## config.mk

```make
export PLATFORM = sky130hd
export DESIGN_NAME = rtc_periodic_irq
export DESIGN_NICKNAME = d
export VERILOG_FILES = /design/src/rtl/rpi_pkg.sv /design/src/rtl/rpi_timebase.sv /design/src/rtl/rpi_wave.sv /design/src/rtl/rpi_flag.sv /design/src/rtl/rtc_periodic_irq.sv
export SDC_FILE = /design/constraint.sdc
export NUM_CORES = 1
export LEC_CHECK = 0
export CAP_MARGIN = 25
export CORE_MARGIN = 5
export CORE_UTILIZATION = 41
export CTS_CLUSTER_SIZE = 16
export DETAILED_ROUTE_END_ITERATION = 7
export DONT_BUFFER_PORTS = 1
export PLACE_DENSITY = 0.56
export SLEW_MARGIN = 20
export SYNTH_ARGS = -nofsm -noshare
export SYNTH_HDL_FRONTEND = slang
export SYNTH_SLANG_ARGS = --single-unit
```

## constraint.sdc

```tcl
create_clock -name clk -period 2.5 [get_ports clk]
set_input_delay 0.75 -clock clk [delete_from_list [all_inputs] [get_ports clk]]
set_output_delay 0.75 -clock clk [all_outputs]
set_load 0.05 [all_outputs]
```

## src/rtl/rpi_pkg.sv

```systemverilog
package rpi_pkg;

  typedef enum logic [2:0] {
    RPI_OFF       = 3'd0,
    RPI_PULSE_2HZ = 3'd1,
    RPI_PULSE_1HZ = 3'd2,
    RPI_LEVEL_SEC = 3'd3,
    RPI_LEVEL_MIN = 3'd4
  } rpi_mode_e;

  typedef struct packed {
    logic pulse_fast;
    logic pulse_slow;
    logic level_sec;
    logic level_min;
  } rpi_dec_t;

  function automatic rpi_dec_t rpi_decode(input logic [2:0] sel);
    rpi_dec_t d;
    d = '0;
    case (sel)
      RPI_PULSE_2HZ: d.pulse_fast = 1'b1;
      RPI_PULSE_1HZ: d.pulse_slow = 1'b1;
      RPI_LEVEL_SEC: d.level_sec  = 1'b1;
      RPI_LEVEL_MIN: d.level_min  = 1'b1;
      default:       d = '0;
    endcase
    return d;
  endfunction

endpackage

```

## src/rtl/rpi_timebase.sv

```systemverilog
module rpi_timebase #(
  parameter int TICKS_PER_SEC = 32,
  parameter int WINDOW_SEC    = 20,
  parameter int MAX_ADJ       = 3,
  parameter int ADJ_W         = 4,
  localparam int POS_W   = $clog2(TICKS_PER_SEC),
  localparam int STALL_W = (MAX_ADJ < 1) ? 1 : $clog2(MAX_ADJ + 1)
) (
  input  logic                    clk,
  input  logic                    rst_n,
  input  logic                    tick,
  input  logic signed [ADJ_W-1:0] adj_step,
  output logic [POS_W-1:0]        pos_o,
  output logic                    stall_o,
  output logic                    boundary_o,
  output logic                    sec_strobe_o
);

  localparam int WIN_W = (WINDOW_SEC > 1) ? $clog2(WINDOW_SEC) : 1;

  logic [POS_W-1:0]   pos_q;
  logic [STALL_W-1:0] stall_q;
  logic [WIN_W-1:0]   win_q;
  logic               str_q;
  logic               bnd;
  logic               win_wrap;
  int                 a_clip;
  logic               adj_neg;
  logic [STALL_W-1:0] adj_mag;

  assign bnd      = tick && (stall_q == '0) && (pos_q == POS_W'(TICKS_PER_SEC - 1));
  assign win_wrap = (win_q == WIN_W'(WINDOW_SEC - 1));

  // clamp the signed step to the permitted correction
  always_comb begin
    a_clip = int'(adj_step);
    if (a_clip > MAX_ADJ)       a_clip = MAX_ADJ;
    else if (a_clip < -MAX_ADJ) a_clip = -MAX_ADJ;
    adj_neg = (a_clip < 0);
    adj_mag = adj_neg ? STALL_W'(-a_clip) : STALL_W'(a_clip);
  end

  always_ff @(posedge clk or negedge rst_n) begin
    if (!rst_n) begin
      pos_q   <= '0;
      stall_q <= '0;
      win_q   <= '0;
      str_q   <= 1'b0;
    end else begin
      str_q <= bnd;
      if (tick) begin
        if (stall_q != '0) begin
          stall_q <= stall_q - 1'b1;
        end else if (bnd) begin
          win_q <= win_wrap ? '0 : win_q + 1'b1;
          if (win_wrap) begin
            if (adj_neg) begin
              pos_q <= POS_W'(adj_mag);
            end else begin
              pos_q   <= '0;
              stall_q <= adj_mag;
            end
          end else begin
            pos_q <= '0;
          end
        end else begin
          pos_q <= pos_q + 1'b1;
        end
      end
    end
  end

  assign pos_o        = pos_q;
  assign stall_o      = (stall_q != '0);
  assign boundary_o   = bnd;
  assign sec_strobe_o = str_q;

  p_strobe_single_r2: assert property (@(posedge clk) disable iff (!rst_n)
    str_q |=> !str_q);
  p_pos_range_r2: assert property (@(posedge clk) disable iff (!rst_n)
    pos_q <= POS_W'(TICKS_PER_SEC - 1));
  p_stall_bound_r9: assert property (@(posedge clk) disable iff (!rst_n)
    int'(stall_q) <= MAX_ADJ);
  p_stall_hold_r9: assert property (@(posedge clk) disable iff (!rst_n)
    (stall_q != '0) |-> (pos_q == '0));

endmodule

```

## src/rtl/rpi_wave.sv

```systemverilog
module rpi_wave
  import rpi_pkg::*;
#(
  parameter int TICKS_PER_SEC = 32,
  localparam int POS_W = $clog2(TICKS_PER_SEC)
) (
  input  logic             clk,
  input  logic             rst_n,
  input  logic [POS_W-1:0] pos,
  input  logic             stall,
  input  rpi_dec_t         dec,
  output logic             pulse_low
);

  localparam int HALF = TICKS_PER_SEC / 2;
  localparam int QTR  = TICKS_PER_SEC / 4;
  localparam bit POW2 = ((TICKS_PER_SEC & (TICKS_PER_SEC - 1)) == 0) && (TICKS_PER_SEC >= 4);

  logic slow_low;
  logic fast_low;

  generate
    if (POW2) begin : g_bits
      assign slow_low = ~pos[POS_W-1];
      assign fast_low = ~pos[POS_W-2];
    end else begin : g_cmp
      assign slow_low = (pos < POS_W'(HALF));
      assign fast_low = (pos < POS_W'(QTR)) ||
                        ((pos >= POS_W'(HALF)) && (pos < POS_W'(HALF + QTR)));
    end
  endgenerate

  always_comb begin
    if (stall) pulse_low = dec.pulse_fast | dec.pulse_slow;
    else       pulse_low = (dec.pulse_fast & fast_low) | (dec.pulse_slow & slow_low);
  end

  p_stall_low_r9: assert property (@(posedge clk) disable iff (!rst_n)
    (stall && dec.pulse_slow) |-> pulse_low);
  p_no_pulse_level_r8: assert property (@(posedge clk) disable iff (!rst_n)
    !(dec.pulse_fast | dec.pulse_slow) |-> !pulse_low);

endmodule

```

## src/rtl/rpi_flag.sv

```systemverilog
module rpi_flag #(
  parameter int SEC_PER_MIN = 60
) (
  input  logic clk,
  input  logic rst_n,
  input  logic boundary,
  input  logic level_sec,
  input  logic level_min,
  input  logic wr,
  input  logic wdata,
  output logic flag
);

  localparam int MIN_W = (SEC_PER_MIN > 1) ? $clog2(SEC_PER_MIN) : 1;

  logic [MIN_W-1:0] min_q;
  logic             min_wrap;
  logic             set_evt;
  logic             clr_evt;
  logic             flag_q;

  assign min_wrap = (min_q == MIN_W'(SEC_PER_MIN - 1));
  assign set_evt  = boundary && (level_sec || (level_min && min_wrap));
  assign clr_evt  = wr && !wdata;

  always_ff @(posedge clk or negedge rst_n) begin
    if (!rst_n) begin
      min_q  <= '0;
      flag_q <= 1'b0;
    end else begin
      if (boundary) min_q <= min_wrap ? '0 : min_q + 1'b1;
      if (set_evt)      flag_q <= 1'b1;
      else if (clr_evt) flag_q <= 1'b0;
    end
  end

  assign flag = flag_q;

  p_clear_r7: assert property (@(posedge clk) disable iff (!rst_n)
    (wr && !wdata && !set_evt) |=> !flag_q);
  p_one_ignored_r7: assert property (@(posedge clk) disable iff (!rst_n)
    (wr && wdata && !set_evt) |=> (flag_q == $past(flag_q)));
  p_set_wins_r7: assert property (@(posedge clk) disable iff (!rst_n)
    set_evt |=> flag_q);
  p_min_range_r6: assert property (@(posedge clk) disable iff (!rst_n)
    min_q <= MIN_W'(SEC_PER_MIN - 1));

endmodule

```

## src/rtl/rtc_periodic_irq.sv

```systemverilog
module rtc_periodic_irq
  import rpi_pkg::*;
#(
  parameter int TICKS_PER_SEC = 32,
  parameter int WINDOW_SEC    = 20,
  parameter int SEC_PER_MIN   = 60,
  parameter int MAX_ADJ       = 3,
  parameter int ADJ_W         = 4
) (
  input  logic                    clk,
  input  logic                    rst_n,
  input  logic                    tick,
  input  logic [2:0]              period_sel,
  input  logic                    flag_wr,
  input  logic                    flag_wdata,
  input  logic signed [ADJ_W-1:0] adj_step,
  output logic                    sec_strobe,
  output logic                    flag,
  output logic                    irq_n
);

  localparam int POS_W = $clog2(TICKS_PER_SEC);

  rpi_dec_t         dec;
  logic [POS_W-1:0] pos;
  logic             stall;
  logic             boundary;
  logic             pulse_low;

  assign dec = rpi_decode(period_sel);

  rpi_timebase #(
    .TICKS_PER_SEC(TICKS_PER_SEC),
    .WINDOW_SEC   (WINDOW_SEC),
    .MAX_ADJ      (MAX_ADJ),
    .ADJ_W        (ADJ_W)
  ) u_tb (
    .clk         (clk),
    .rst_n       (rst_n),
    .tick        (tick),
    .adj_step    (adj_step),
    .pos_o       (pos),
    .stall_o     (stall),
    .boundary_o  (boundary),
    .sec_strobe_o(sec_strobe)
  );

  rpi_wave #(.TICKS_PER_SEC(TICKS_PER_SEC)) u_wave (
    .clk      (clk),
    .rst_n    (rst_n),
    .pos      (pos),
    .stall    (stall),
    .dec      (dec),
    .pulse_low(pulse_low)
  );

  rpi_flag #(.SEC_PER_MIN(SEC_PER_MIN)) u_flag (
    .clk      (clk),
    .rst_n    (rst_n),
    .boundary (boundary),
    .level_sec(dec.level_sec),
    .level_min(dec.level_min),
    .wr       (flag_wr),
    .wdata    (flag_wdata),
    .flag     (flag)
  );

  // open-drain style: 0 pulls the pin low, 1 releases it
  assign irq_n = ~(pulse_low | ((dec.level_sec | dec.level_min) & flag));

  p_off_released_r8: assert property (@(posedge clk) disable iff (!rst_n)
    (dec == '0) |-> irq_n);
  p_level_set_r5: assert property (@(posedge clk) disable iff (!rst_n)
    (sec_strobe && $past(dec.level_sec)) |-> flag);
  p_level_pin_r6: assert property (@(posedge clk) disable iff (!rst_n)
    dec.level_min |-> (irq_n == !flag));

endmodule

```

Word level (Yosys, flattened, before mapping)
Cells that the tools add are included.
Word-level totals
  bits in registers: 20
  input port bits: 12
  output and inout port bits: 3
  logic and storage cells: 67
Operators by class
  $add $sub $neg: 5
  order comparisons: 3
  eq/ne operators: 8
  muxes and demuxes: 19
  bitwise logic cells: 11
  reduce and logical (&&, ||, !) cells: 15
Operators by type and width (number)
  two-way mux 32 bit: 2
  less-than comparator 32 x 1 -> 1 bit (second input constant): 1
  two-way mux 2 bit: 7
  adder 5 x 1 -> 5 bit (second input constant): 2
  == test 5 bit (second input constant): 2
  two-way mux 5 bit: 2
  nonzero test 2 bit: 4
  two-way mux 1 bit: 7
  adder 6 x 1 -> 6 bit (second input constant): 1
  == test 3 x 2 -> 1 bit (second input constant): 2
  == test 6 bit (second input constant): 1
  two-way mux 6 bit: 1
  logical AND 1 bit: 5
  greater-than comparator 4 x 3 -> 1 bit (second input constant): 1
  less-than comparator 4 x 3 -> 1 bit (second input constant): 1
  NOT 1 bit: 4
  OR 1 bit: 4
  AND reduction 4 bit: 1
  AND 1 bit: 3
  == test 3 x 1 -> 1 bit (second input constant): 1
  == test 3 bit (second input constant): 1
  AND reduction 3 bit: 1
  zero test 2 bit: 1
  != test 2 bit (second input constant): 1
  other kinds (5): 5

Logic depth before layout (Yosys ltp)
Gate-level depths: netlist (run 1).
  depth after elaboration: 9
  depth in mapped cells: 8
  depth with buffers taken out: 7

Cells and area by module
From an unflattened synthesis (run 1), not the netlist that was laid out.
Unflattened totals
  cells, all modules: 118
  area, all modules: 1184.9 um2
Modules (own cells, without submodules)
  rpi_timebase: instances 1, cells each 76, area each 759.5 um2
  rpi_flag: instances 1, cells each 32, area each 346.6 um2
  rtc_periodic_irq: instances 1, cells each 7, area each 57.6 um2
  rpi_wave: instances 1, cells each 3, area each 21.3 um2

Worst setup path after synthesis (run 1)
OpenSTA, ideal clock, no wires.
  path kind: input-to-output
  from: in period_sel[0]
  to: out irq_n
  arrival: 2404 ps
  data required time: 1750 ps
  setup slack: -654 ps
  stages: 3
  buffers on the path: 0
  cells stage by stage: or4b_2 a32oi_1 a2bb2oi_1
Between the ends
  cells in the longest elaborated chain, start to end: 7
RTL lines
  start: declaration: line rtc_periodic_irq.sv:13  | input logic [2:0] period_sel,
  == test 3 x 1 -> 1 bit / == test 3 x 2 -> 1 bit (equally long branches): line rpi_pkg.sv:21  | case (sel)
  two-way mux 1 bit: line rpi_pkg.sv:21
  AND 1 bit: line rpi_wave.sv:35  | else pulse_low = (dec.pulse_fast & fast_low) | (dec.pulse_slow & slow_low);
  OR 1 bit: line rpi_wave.sv:35
  two-way mux 1 bit: line rpi_wave.sv:34  | if (stall) pulse_low = dec.pulse_fast | dec.pulse_slow;
  OR 1 bit *: line rtc_periodic_irq.sv:69  | assign irq_n = ~(pulse_low | ((dec.level_sec | dec.level_min) & flag));
  NOT 1 bit *: line rtc_periodic_irq.sv:69
  end: declaration: line rtc_periodic_irq.sv:19  | output logic irq_n
Mark *: on every way between the ends. The rest lies on a longest branch, timed or not.

Worst setup path in the final report (run 1)
  from: reg u_tb.stall_q[0]
  to: out irq_n
Between the ends
  cells in the longest elaborated chain, start to end: 4
RTL lines
  start: declaration: line rpi_timebase.sv:22  | logic [STALL_W-1:0] stall_q;
  start signal: assignment: line rpi_timebase.sv:53  | stall_q <= stall_q - 1'b1;
  start signal: assignment: line rpi_timebase.sv:61  | stall_q <= adj_mag;
  nonzero test 2 bit: line rpi_timebase.sv:74  | assign stall_o = (stall_q != '0);
  two-way mux 1 bit: line rpi_wave.sv:34
  OR 1 bit: line rtc_periodic_irq.sv:69
  NOT 1 bit: line rtc_periodic_irq.sv:69
No other way between the ends.

==> results of run 1 <==
[timing repair]
item,CTS,global route
gates cloned,0,0
buffers inserted,1,0
endpoints found under the setup margin,1,1
[cell type report]
type | count | area [sq um]
repair buffers | 5 | 50.0
well taps | 31 | 38.8
flip-flops and latches | 20 | 500
fillers | 268 | 1450
clock buffers | 3 | 22.5
inverters | 7 | 26.3
multi-input cells | 89 | 624
[final timing paths]
kind / from / to / slack [ns] / depth (start not counted)
worst max-delay path: u_tb.stall_q[0] / irq_n / -0.09 / 4
worst min-delay path: rst_n / u_tb.pos_o[2] / 0.13 / 0
worst max register to register: u_tb.pos_o[0] / u_flag.min_q[3] / 0.43 / 8
worst min register to register: u_tb.win_q[1] / u_tb.win_q[1] / 0.53 / 2
max in group asynchronous: rst_n / u_flag.min_q[1] / 2.30 / 0
min in group clk: u_tb.win_q[1] / u_tb.win_q[1] / 0.53 / 2
[registers in the layout, summed over array words and instances, names as in the netlist]
signal and cells:
u_tb.pos_o 5, u_flag.min_q 6, u_tb.win_q 5, u_tb.stall_q 2, u_flag.flag 1, u_tb.sec_strobe_o 1
[metal layers]
metal  vias up  global-route usage (%)
met5         -                       0
met4         0                    4.77
met3         2                    2.16
met2        13                    19.9
met1       421                    16.0
li1        447                       -
[where the power goes]
group | internal (mW) | total [mW] | switching [mW]
Sequential | 0.384 | 0.442 | 0.0580
Combinational | 0.111 | 0.203 | 0.0918
Clock | 0.0561 | 0.155 | 0.0992
[logic make-up after synthesis]
| logic type | Yosys count | synth area share (%) |
|---|---|---|
| adders and majority gates | 5 | 5.49 |
| buffers and inverters | 11 | 3.84 |
| DFF | 20 | 43.9 |
| muxes | 3 | 2.74 |
| and+or+nand+nor | 46 | 23.7 |
| xor gates and xnor gates | 2 | 1.54 |
| AOI/OAI and AO/OA | 33 | 18.8 |
[worst max-delay path, stage by stage, from the launching register on]
cell,delay (ns)
dfrtp_1,0.44
or4b_4,0.53
a32oi_2,0.24
a2bb2oi_4,0.19
buf_12,0.15
[per-stage QoR]
step / setup slack (ns) / cells / hold slack [ns]
6_report: -0.0864 / 155 / 0.128
5_1_grt: -0.140 / 155 / 0.109
4_1_cts: -0.103 / 155 / 0.117
3_5_place_dp: -0.0487 / 151 / 0.455
3_3_place_gp: -0.0277 / 151 / 0.455
2_1_floorplan: -0.0412 / 120 / 0.454
[synthesized netlist by cell type, drive strengths merged]
cell type,count
a21o,1
a21oi,3
a22o,1
a2bb2oi,1
a31o,1
a31oi,1
a32o,1
a32oi,1
a41oi,1
and3,1
and4bb,1
buf,2
clkbuf,2
clkinv,1
dfrtp,20
ha,5
inv,6
mux2,1
mux2i,2
nand2,14
nand2b,5
nand3,3
nand3b,2
nand4,3
nand4b,2
nand4bb,1
nor2,3
nor2b,2
nor3,1
nor3b,1
o211ai,4
o21ai,14
o2bb2ai,1
o31ai,3
or2,1
or3,2
or3b,2
or4,1
or4b,1
xnor2,1
xor2,1
==> impl_metrics.toml, run 1 <==
[outcome]
outcome = "finished with violations"
violations = "setup timing"

[routing]
drt-wirelength-per-cell_microns = 14.2
met2_length_mm = 1.03
top_layer = "met4"
dr.pass1.iters = 4
wl_mm = 2.19
drt_first_iter_violations = 45
met1Wirelength_mm = 1.05
ant_nets = 0
viasPerCell = 5.70
dr_wl_met3_microns = 89
drc_errors = 0
vias = 883

[yosys]
avgSynthCellArea_sq_um = 9.50
netlist_area_sq_mm = 0.00114
ys_seq_elements = 20
synth_top_area_share_pct = 43.9
synthTopCellsByArea = "dfrtp_1, o21ai_0, ha_1, nand2_1, nand2b_1"
synth_cell_types = 42
yosysWarnings = 0
postSynthCellCount = 120
yosysTopAreaCell = "dfrtp_1"
ys_seq_area_share_pct = 43.9
syn-num-nets = 137

[floorplanning]
die_x_microns = 62.7
io_pins = 15
rows = 19
die_h_microns = 62.7
start_util_pct = 42.1
core_sq_mm = 0.00271
die-area_sq_mm = 0.00393

[cells_and_area]
fin_area_sq_mm = 0.00126
fin_util_pct = 46.6
drive_gt1_share_pct = 12.9
nNetsFinal = 143
syn2layout_area_growth_pct = 10.8
antenna_cells = 0
final_cell_mix = "dfrtp_1, o21ai_0, nand2_1"
final_common_cell = "dfrtp_1"

[sta]
setup_viol = 1
hold_viol = 0
finClkSkew_ns = 0.00389
final.setup.worst_slack_ns = -0.0864
slew_headroom_pct = 68.2
final.min_clock_period_ns = 2.59
fin_tns_setup_ns = -0.0864
max_freq_mhz = 387
rsz0062_at_grt = "true"
period_share_pct = 103
maxSlewViolCount = 0
tightest_slew_ns = 0.477

[power_and_ir_drop]
power_density_mw_per_mm2 = 634
leakagePower_nw = 0.550
power_uw = 800
vdd_drop_max_uv = 472

[cts]
ctsResizeCount = 0
cts_tree = "built"
cts_buffers = 3
path_clk_slew_ns = 0.12
clkLatencyLatePin_ns = 0.30
cts.sinks = 20
root_buffer = "clkbuf_4"
cts_hold_buf = 0
htree_levels = 1
cts_buffer_depth = 2

[worst_setup_path]
critPathKind = "flop to output pin"
worst_setup_path_end_kind = "output pin"
cp.required_ns = 1.75
cp-start-kind = "flop"
cp_max_fo = 6
arrival_ns = 1.84

[global_routing]
grt_pass1_vias = 898
grt_max_degree = 21
antenna_found_initial = 0
grt_usage_pct = 12.2
overflow = 0
grt_pass1_wl_mm = 3.96

[place]
io_buffer_count = 0
gp_congestion = 0.746
dpl-instance-area_sq_mm = 0.00123
dp_hpwl_mm = 1.64

[worst_hold_path]
hp-class = "input port to async pin"

[job]
maxCapViolCount = 0
Note: power is estimated with default switching activity, not from simulation.
==> run 2, diff against run 1 <==
Clock period 2.5 ns to 2.7 ns, I/O delays scaled along.
==> impl_metrics.toml, run 2 (synthesis gave the netlist of run 1 again) <==
[cells_and_area]
regMostFlops = "u_flag.min_q"
antenna_cells = 0
final_common_cell = "dfrtp_1"
largest_reg_flops = 6
syn2layout_area_growth_pct = 12.8
final_cell_mix = "dfrtp_1, o21ai_0, nand2_1"
drive_gt1_share_pct = 13.7
nNetsFinal = 142
nFillCells = 259

[sta]
tightest_slew_ns = 0.435
max_freq_mhz = 374
slew_headroom_pct = 70.9
setup_viol = 0
finClkSkew_ns = 0.00124
whs_ns = 0.182
final.min_clock_period_ns = 2.67
period_share_pct = 99.0
maxSlewViolCount = 0
rsz0062_at_grt = "true"
hold_viol = 0
final.setup.worst_slack_ns = 0.0266

[floorplanning]
rows = 19
start_util_pct = 42.1
die_x_microns = 62.7
die-area_sq_mm = 0.00393
die_h_microns = 62.7
core_sq_mm = 0.00271
io_pins = 15

[job]
maxCapViolCount = 0

[cts]
cts_buffers = 3
htree_levels = 1
cts_tree = "built"
cts.sinks = 20
cts_buffer_depth = 2
root_buffer = "clkbuf_4"
path_clk_slew_ns = 0.12
clkLatencyLatePin_ns = 0.30
post-cts-setup-buffers = 0

[outcome]
outcome = "completed"

[place]
gp_congestion = 0.740
place_ws_ns = 0.0442
dp_hpwl_mm = 1.64
io_buffer_count = 0

[power_and_ir_drop]
vdd_drop_max_uv = 362
power_density_mw_per_mm2 = 656
power_uw = 844
leakagePower_nw = 0.557

[worst_setup_path]
worstSetupStartpoint = "u_tb.stall_q[1]"
cp-start-kind = "flop"
cp.required_ns = 1.89
arrival_ns = 1.86
worst_setup_path_end_kind = "output pin"
cp-endpoint = "irq_n"
path_cells = "or4b_4 -> a32oi_2 -> a2bb2oi_4 -> buf_12"
critPathKind = "flop to output pin"
cp_slowest_stage_delay_ns = 0.54
slowest_stage = "or4b_4"
rrSetupSlack_ns = 0.64
cp_max_fo = 6
r2r_cells = 7
r2r-end = "u_tb.win_q[2]"
rr_startpoint = "u_tb.pos_o[0]"

[routing]
viasPerCell = 5.81
ant_nets = 0
drt-wirelength-per-cell_microns = 13.7
vias = 901
drt_first_iter_violations = 13
drc_errors = 0
wl_mm = 2.12
dr.pass1.iters = 4

[global_routing]
antenna_found_initial = 0
grt_max_degree = 21
overflow = 0
grt_pass1_wl_mm = 3.65
grt_pass1_vias = 883
grt_usage_pct = 11.4

[worst_hold_path]
hp-class = "input port to async pin"
==> run 2: cell types whose count changed in the layout (fill, tap and decap cells not counted), sizes merged <==
cell,previous run,this run
buf,5,4
bufinv,0,1
==> run 2: report_power, final <==
| part | internal (mW) | switching (mW) |
|---|---|---|
| sequential | 0.356 | 0.0528 |
| clock | 0.150 | 0.0970 |
| combinational | 0.104 | 0.0847 |
==> run 2: per-layer routing <==
layer  up-vias  part of all wire (%)  global-route usage [%]
met2        16                    49                    18.7
met4         0                  0.61                    4.51
met3         2                   5.0                    3.06
met5         -                     0                       0
met1       432                    45                    14.0
li1        451                     -                       -
==> run 2: through the flow <==
| step | setup TNS (ns) | std cells | cell area, sq um | util (%) |
|---|---|---|---|---|
| finish | 0 | 155 | 1290 | 47.5 |
| global route | -0.0285 | 155 | 1290 | 47.5 |
| CTS | 0 | 155 | 1280 | 47.4 |
| detailed placement | 0 | 151 | 1230 | 45.5 |
| global placement | 0 | 151 | 1230 | 45.5 |
| floorplan | 0 | 120 | 1170 | - |
==> run 2: worst min-delay path by stage <==
stage          slack (ns)     startpoint  depth (start not counted)              end
6_report             0.18          rst_n                          0  u_flag.min_q[0]
5_1_grt              0.15          rst_n                          0  u_flag.min_q[0]
4_1_cts              0.17          rst_n                          0  u_flag.min_q[0]
3_5_place_dp         0.50  u_tb.win_q[1]                          2    u_tb.win_q[1]
3_3_place_gp         0.49  u_tb.win_q[1]                          2    u_tb.win_q[1]
2_1_floorplan        0.47  u_tb.pos_o[4]                          2    u_tb.pos_o[4]
==> run 2: worst max-delay path, delay by kind of cell (launching register included) <==
| family | cells | cell delay, ns |
|---|---|---|
| AND/OR/NAND/NOR | 1 | 0.54 |
| flip-flops | 1 | 0.45 |
| AO/OA/AOI/OAI | 2 | 0.43 |
| buffers and inverters | 1 | 0.15 |
==> run 2: timing repair <==
item,in CTS,in global routing
gates resized for setup,0,1
hold buffers,0,0
endpoints found under the setup margin,0,1
==> run 2: cell type report <==
type,instances,area (sq um),share of cell area [%]
Multi-Input combinational cell,89,624,48.5
Inverter,7,26.3,2.04
Clock inverter,1,30.0,2.33
Sequential cell,20,502,39.0
Clock buffer,3,22.5,1.75
Timing Repair Buffer,4,42.5,3.31
Tap cell,31,38.8,3.02
==> run 3, diff against run 2 <==
Clock period 2.7 ns to 2.8 ns, I/O delays scaled along.
==> impl_metrics.toml, run 3 (synthesis gave the netlist of run 1 again) <==
[floorplanning]
io_pins = 15
core_sq_mm = 0.00271
die-area_sq_mm = 0.00393
die_h_microns = 62.7
start_util_pct = 42.1
rows = 19
die_x_microns = 62.7

[worst_setup_path]
path_buf_inv = 1
r2r_cells = 7
slowest_stage = "or4b_4"
cp.required_ns = 1.96
crit_family = "simple AND/OR/NAND/NOR gates"
critPathKind = "input port to output pin"
path_depth = 4
path_cells = "or4b_4 -> a32oi_2 -> a2bb2oi_4 -> buf_12"
cp_max_fo = 5
cp-start-kind = "input port"
cp_slowest_stage_delay_ns = 0.46
worst_setup_path_end_kind = "output pin"
arrival_ns = 1.88

[routing]
viasPerCell = 5.84
drt-wirelength-per-cell_microns = 14.0
dr.pass1.iters = 4
vias = 900
drc_errors = 0
drt_first_iter_violations = 23
ant_nets = 0
wl_mm = 2.15

[cells_and_area]
final_cell_mix = "dfrtp_1, o21ai_0, nand2_1"
largest_reg_flops = 6
syn2layout_area_growth_pct = 10.1
antenna_cells = 0
nNetsFinal = 142
nFillCells = 275
regMostFlops = "u_flag.min_q"
final_common_cell = "dfrtp_1"
fin_util_pct = 46.3
drive_gt1_share_pct = 12.2

[sta]
final.setup.worst_slack_ns = 0.0811
rsz0062_at_grt = "false"
whs_ns = 0.221
finClkSkew_ns = 0.00291
max_freq_mhz = 368
fin_tns_setup_ns = 0
hold_viol = 0
final.min_clock_period_ns = 2.72
maxSlewViolCount = 0
slew_headroom_pct = 67.4
setup_viol = 0
period_share_pct = 97.1
tightest_slew_ns = 0.488

[global_routing]
antenna_found_initial = 0
grt_max_degree = 21
overflow = 0
grt_usage_pct = 12.0
grt_pass1_vias = 875
grt_pass1_wl_mm = 3.82

[power_and_ir_drop]
p_switching_uw = 220
p_clk_share_pct = 19.2
power_uw = 714
internal_power_uw = 493
comb_power_share_pct = 25.6
pwr-share-seq_pct = 55.1
swShare_pct = 30.9
power_density_mw_per_mm2 = 569
leakagePower_nw = 0.544
vdd_drop_max_uv = 356

[cts]
ctsResizeCount = 0
root_buffer = "clkbuf_4"
clkLatencyLatePin_ns = 0.29
cts_buffer_depth = 2
cts.sinks = 20
cts_buffers = 3
htree_levels = 1
path_clk_slew_ns = 0.11
post-cts-setup-buffers = 0
cts_tree = "built"
cts_hold_buf = 0

[worst_hold_path]
hp-class = "input port to async pin"

[job]
maxCapViolCount = 0

[outcome]
outcome = "completed"

[place]
place_ws_ns = 0.0690
dp_hpwl_mm = 1.66
io_buffer_count = 0
gp_congestion = 0.719
==> run 3: final cells by class <==
cell class | instances | area [sq um] | share of cell area (%)
Sequential cell | 20 | 500 | 39.9
Timing Repair Buffer | 4 | 42.5 | 3.39
Clock buffer | 3 | 22.5 | 1.79
Inverter | 7 | 26.3 | 2.09
Multi-Input combinational cell | 89 | 624 | 49.8
Tap cell | 31 | 38.8 | 3.09
==> run 3: layer usage <==
metal | GRT usage (%) | part of all wire (%)
met1 | 13.5 | 44
met2 | 20.7 | 50
met3 | 2.88 | 4.4
met4 | 6.63 | 0.88
met5 | 0 | 0
==> run 3: power by group through the flow <==
| stage | combinational, mW | sequential (mW) | clock (mW) |
|---|---|---|---|
| finish | 0.183 | 0.394 | 0.137 |
| global route | 0.210 | 0.403 | 0.161 |
| CTS | 0.186 | 0.393 | 0.142 |
| detailed placement | 0.185 | 0.400 | 0 |
| global placement | 0.175 | 0.398 | 0 |
| floorplan | 0.151 | 0.388 | 0 |
==> run 3: per-stage QoR <==
step | cell area (sq um) | instances
after floorplan | 1170 | 120
after global placement | 1230 | 151
after detailed placement | 1230 | 151
after CTS | 1250 | 154
after global routing | 1250 | 154
final | 1250 | 154
==> run 3: path summary, 6_finish.rpt <==
path / endpoint / from / slack, ns
max: irq_n / period_sel[0] / 0.08
min: u_tb.sec_strobe_o / rst_n / 0.22
max reg2reg: u_tb.win_q[2] / u_tb.pos_o[0] / 0.68
min reg2reg: u_tb.win_q[3] / u_tb.win_q[3] / 0.53
max in group asynchronous: u_tb.win_q[0] / rst_n / 2.50
min in group clk: u_tb.win_q[3] / u_tb.win_q[3] / 0.53
